===== src/rtl/vlock_pkg.sv =====
package vlock_pkg;
  localparam int CODE_W = 3;
  localparam int unsigned MID_THR_MAX = 1000;

  // Lines needed for a transition, per 3-bit code.
  function automatic int unsigned lock_thr(input logic [CODE_W-1:0] code,
                                           input int unsigned long_thr);
    case (code)
      3'd0:    lock_thr = 1;
      3'd1:    lock_thr = 2;
      3'd2:    lock_thr = 5;
      3'd3:    lock_thr = 10;
      3'd4:    lock_thr = 100;
      3'd5:    lock_thr = 500;
      3'd6:    lock_thr = MID_THR_MAX;
      default: lock_thr = long_thr;
    endcase
  endfunction

  // Counter width able to hold the largest threshold.
  function automatic int cnt_width(input int unsigned long_thr);
    int unsigned top;
    top = (long_thr > MID_THR_MAX) ? long_thr : MID_THR_MAX;
    cnt_width = $clog2(top + 1);
  endfunction
endpackage


===== src/rtl/vlock_sample.sv =====
module vlock_sample (
  input  logic clk,
  input  logic rst_n,
  input  logic stb,
  input  logic sel,
  input  logic raw_a,
  input  logic raw_b,
  input  logic sc,
  input  logic incl,
  output logic samp_h,
  output logic samp_o,
  output logic sc_flag
);
  logic sc_q;

  assign samp_h  = sel ? raw_b : raw_a;
  assign samp_o  = samp_h & (sc | ~incl);
  assign sc_flag = sc_q;

  always_ff @(posedge clk) begin
    if (!rst_n)   sc_q <= 1'b0;
    else if (stb) sc_q <= sc;
  end
endmodule


===== src/rtl/vlock_hyst.sv =====
module vlock_hyst
  import vlock_pkg::*;
#(
  parameter int unsigned LONG_THR = 100000
) (
  input  logic              clk,
  input  logic              rst_n,
  input  logic              stb,
  input  logic              sample,
  input  logic [CODE_W-1:0] in_code,
  input  logic [CODE_W-1:0] out_code,
  output logic              flag,
  output logic              flag_nxt
);
  localparam int CNT_W = cnt_width(LONG_THR);
  localparam logic [CNT_W-1:0] CNT_MAX = '1;

  logic [CNT_W-1:0] run_q, run_d, run_inc;
  logic             flag_q;
  int unsigned      thr;

  assign thr     = flag_q ? lock_thr(out_code, LONG_THR) : lock_thr(in_code, LONG_THR);
  assign run_inc = (run_q == CNT_MAX) ? run_q : run_q + 1'b1;

  always_comb begin
    run_d    = run_q;
    flag_nxt = flag_q;
    if (stb) begin
      if (sample == flag_q) begin
        run_d = '0;
      end else if (32'(run_inc) >= thr) begin
        run_d    = '0;
        flag_nxt = ~flag_q;
      end else begin
        run_d = run_inc;
      end
    end
  end

  always_ff @(posedge clk) begin
    if (!rst_n) begin
      run_q  <= '0;
      flag_q <= 1'b0;
    end else begin
      run_q  <= run_d;
      flag_q <= flag_nxt;
    end
  end

  assign flag = flag_q;
endmodule


===== src/rtl/vlock_edge.sv =====
module vlock_edge (
  input  logic clk,
  input  logic rst_n,
  input  logic cur,
  input  logic nxt,
  output logic pulse
);
  always_ff @(posedge clk) begin
    if (!rst_n) pulse <= 1'b0;
    else        pulse <= cur ^ nxt;
  end
endmodule


===== src/rtl/vlock_filter.sv =====
module vlock_filter
  import vlock_pkg::*;
#(
  parameter int unsigned LONG_THR = 100000
) (
  input  logic              clk,
  input  logic              rst_n,
  input  logic              line_stb,
  input  logic              hlock_a,
  input  logic              hlock_b,
  input  logic              sc_lock,
  input  logic              src_sel,
  input  logic [CODE_W-1:0] in_code,
  input  logic [CODE_W-1:0] out_code,
  input  logic              sc_incl,
  output logic              lock_all,
  output logic              lock_h,
  output logic              lock_sc,
  output logic              lock_chg
);
  localparam int NCH = 2;  // channel 0: horizontal, channel 1: overall

  logic samp_h, samp_o;
  logic [NCH-1:0] samp, flag, flag_nxt;

  vlock_sample u_samp (
    .clk(clk), .rst_n(rst_n), .stb(line_stb), .sel(src_sel),
    .raw_a(hlock_a), .raw_b(hlock_b), .sc(sc_lock), .incl(sc_incl),
    .samp_h(samp_h), .samp_o(samp_o), .sc_flag(lock_sc)
  );

  assign samp = {samp_o, samp_h};

  for (genvar g = 0; g < NCH; g++) begin : g_ch
    vlock_hyst #(.LONG_THR(LONG_THR)) u_hyst (
      .clk(clk), .rst_n(rst_n), .stb(line_stb), .sample(samp[g]),
      .in_code(in_code), .out_code(out_code),
      .flag(flag[g]), .flag_nxt(flag_nxt[g])
    );
  end

  vlock_edge u_edge (
    .clk(clk), .rst_n(rst_n), .cur(flag[1]), .nxt(flag_nxt[1]), .pulse(lock_chg)
  );

  assign lock_h   = flag[0];
  assign lock_all = flag[1];
endmodule


===== config.mk =====
export PLATFORM = sky130hd
export DESIGN_NAME = vlock_filter
export DESIGN_NICKNAME = d
export VERILOG_FILES = /design/src/rtl/vlock_pkg.sv /design/src/rtl/vlock_sample.sv /design/src/rtl/vlock_hyst.sv /design/src/rtl/vlock_edge.sv /design/src/rtl/vlock_filter.sv
export SDC_FILE = /design/constraint.sdc
export NUM_CORES = 1
export LEC_CHECK = 0
export BUFFER_PORTS_ARGS = -buffer_cell sky130_fd_sc_hd__buf_2
export CAP_MARGIN = 15
export CORE_MARGIN = 5
export CORE_UTILIZATION = 36
export DETAILED_ROUTE_END_ITERATION = 10
export PLACE_DENSITY_LB_ADDON = 0.3
export SYNTH_ARGS = -nofsm -noshare
export SYNTH_HDL_FRONTEND = slang
export SYNTH_HIERARCHICAL = 1
export SYNTH_SLANG_ARGS = --single-unit

===== constraint.sdc =====
create_clock -name clk -period 4.4 [get_ports clk]
set_input_delay 0.88 -clock clk [delete_from_list [all_inputs] [get_ports clk]]
set_output_delay 0.88 -clock clk [all_outputs]
set_load 0.02 [all_outputs]

==> qor.txt <==
Status = completed
Initial antenna violation count = 0
Inserted Diodes = 0
RSZ-0062 raised after global routing = no
HP Start = u_samp/sc_flag$_SDFFE_PN0P_
Power Density = 194 mW/mm2
Yosys Warn Count = 6
Syn_area_per_cell = 8.19 um2
Residual DRC = 0
Worst hold path class = flop to flop
Worst slew margin = 53.8%
WL per Instance = 14.8 um
RR Startpoint = g_ch[1].u_hyst/run_q[11]$_SDFFE_PN0P_
CP Data Arrival Time = 4290 ps
Root buffer cell = clkbuf_8
Clock tree sinks = 38
Pin count of the biggest net entering global routing = 24
Reg2Reg Setup Slack = 310 ps
Vias in the first global route = 3030
Initial Util = 36.5%
FILL cells = 1004
Die area = 0.0119 mm2
Multi-input gate area = 0.00255 mm2
Hold Path Sink = u_samp/sc_flag$_SDFFE_PN0P_
Total grt overflow = 0
Row Count = 36
Die Y-Extent = 109 um
First-pass GRT wire length = 14200 um
Final Hold Viols = 0
LEAKAGE = 0.00152 uW
Critical Path RT = 4600 ps
CTS H-tree lvls = 2
Clock Latency Late Sink = 300 ps
Max Fclk = 0.244 GHz
Worst clock skew = 5.31 ps
P&R area growth vs syn = 8.28%
First-pass DRT Iterations = 4
Finish-stage setup viols = 0
Post-CTS setup buffers = 0
CTS tree = yes
Period utilization = 93.0%
Mapped Nets = 472
Mapped Cells = 430
Critical path peak fanout = 6
Sum of routed wire length over all layers = 8400 um
Layout cells sized above 1 = 15.8%
GRT Total Usage = 14.8%
Final TNS setup = 0 ps
CORE AREA = 0.00964 mm2
Final #Nets = 477
Routed vias/inst = 5.46
CP Capture Type = flop
I/O Buffers = 17
Initial drt markers = 173
Worst VDD drop = 136 uV
CTS Buf Count = 5
Cells on Worst Hold Path = 2
FF/Latch Area = 762 um2
Die Wd = 109 um
RR Endpoint = u_edge/pulse$_SDFF_PN0_
Gpl congestion = 0.844
Final design utilization = 39.6%
Critical path class = flop to flop
Reg clk slew, reported paths = 80 ps
Slew of the pin with the lowest slew margin = 687 ps
Final-report max-slew violation count = 0
Crit start category = flop
Max Cap Viol = 0
Worst Setup SP = g_ch[1].u_hyst/run_q[11]$_SDFFE_PN0P_
Clock buffer depth = 2
HPWL after DPL = 6330 um
Routed vias = 3108
Min Tclk post-route = 4090 ps
Post-Syn Area = 0.00352 mm2
I/O Pins = 18
Antenna Nets Post-Route = 0
FF-to-FF path depth = 15
==> what timing repair did <==
| action | in CTS | in global routing |
|---|---|---|
| setup endpoints to repair | 0 | 8 |
| hold buffers | 0 | 0 |
| gates resized for setup | 0 | 3 |
| endpoints found under the hold margin | 0 | 0 |
==> how the worst max path moves through the flow <==
stage	end	slack (ps)	cells after the start
6_report	u_edge/pulse$_SDFF_PN0_	310	15
5_1_grt	u_edge/pulse$_SDFF_PN0_	5	15
4_1_cts	u_edge/pulse$_SDFF_PN0_	110	16
3_5_place_dp	u_edge/pulse$_SDFF_PN0_	160	16
3_3_place_gp	u_edge/pulse$_SDFF_PN0_	250	16
2_1_floorplan	u_edge/pulse$_SDFF_PN0_	330	18
==> placed cells by master (no fill, tap or decap), drive strengths merged, types with 3 or more instances in the layout <==
cell type and n:
and3 10, o21a 4, o21ai 20, a21oi 14, a21boi 3, mux2 4
nor3 22, nor2b 7, nand4 10, clkinv 3, clkbuf 7, and2 5
a211oi 4, nor2 38, o211ai 6, nand2 34, xnor2 22, mux2i 5
nor4 6, inv 15, a32o 12, a32oi 6, dfxtp 38, or3 4
ha 28, buf 30, nand3 16, xor2 23, a31oi 12, nand2b 6
==> metal layers <==
layer / part of all wire [%] / vias up / global-route usage, %
li1: - / 1578 / -
met4: 1.1 / 0 / 4.15
met1: 46 / 1479 / 18.2
met2: 50 / 42 / 26.3
met5: 0 / - / 0
met3: 3.4 / 9 / 2.66
==> metrics by stage <==
step                      setup WS, ps  instance area, um2  total power [uW]  cells  hold WS, ps
final                              310                3810               739    569          516
after CTS                          114                3800               751    569          528
after detailed placement           158                3710               486    561          506
after global routing              5.46                3810               784    569          547
after global placement             251                3710               483    561          501
after floorplan                    330                3520               453    430          486
==> area by class of cell <==
type,count,area share [%]
clock buffer,7,2.26
clock inverter,1,0.131
inverter,17,1.67
multi-input combinational,343,66.8
sequential,38,20.0
tap,133,4.36
timing repair buffer,30,4.79
==> where the power goes <==
part           switching [uW]  internal, uW
logic                    76.8          48.8
clock network             135           127
registers                4.65           347
total                     216           523
==> worst max-delay path, cell delays in order (launching register included) <==
cell	delay (ps)
dfxtp_1	530
nand4_4	190
or4_4	570
nand2b_2	150
nor2_1	60
xor2_1	150
ha_1	320
a211oi_1	220
nor2_1	80
a2111oi_0	360
a21oi_1	170
o41ai_4	360
or2_1	170
mux2_1	330
xor2_1	160
and2_1	150
==> sequential cells by signal (all words and copies together) (netlist names) <==
register and cells:
g_ch.u_hyst/flag 2, g_ch.u_hyst/run_q 34, u_edge/pulse 1, u_samp/sc_flag 1
Power figures use the tool's default switching activity.
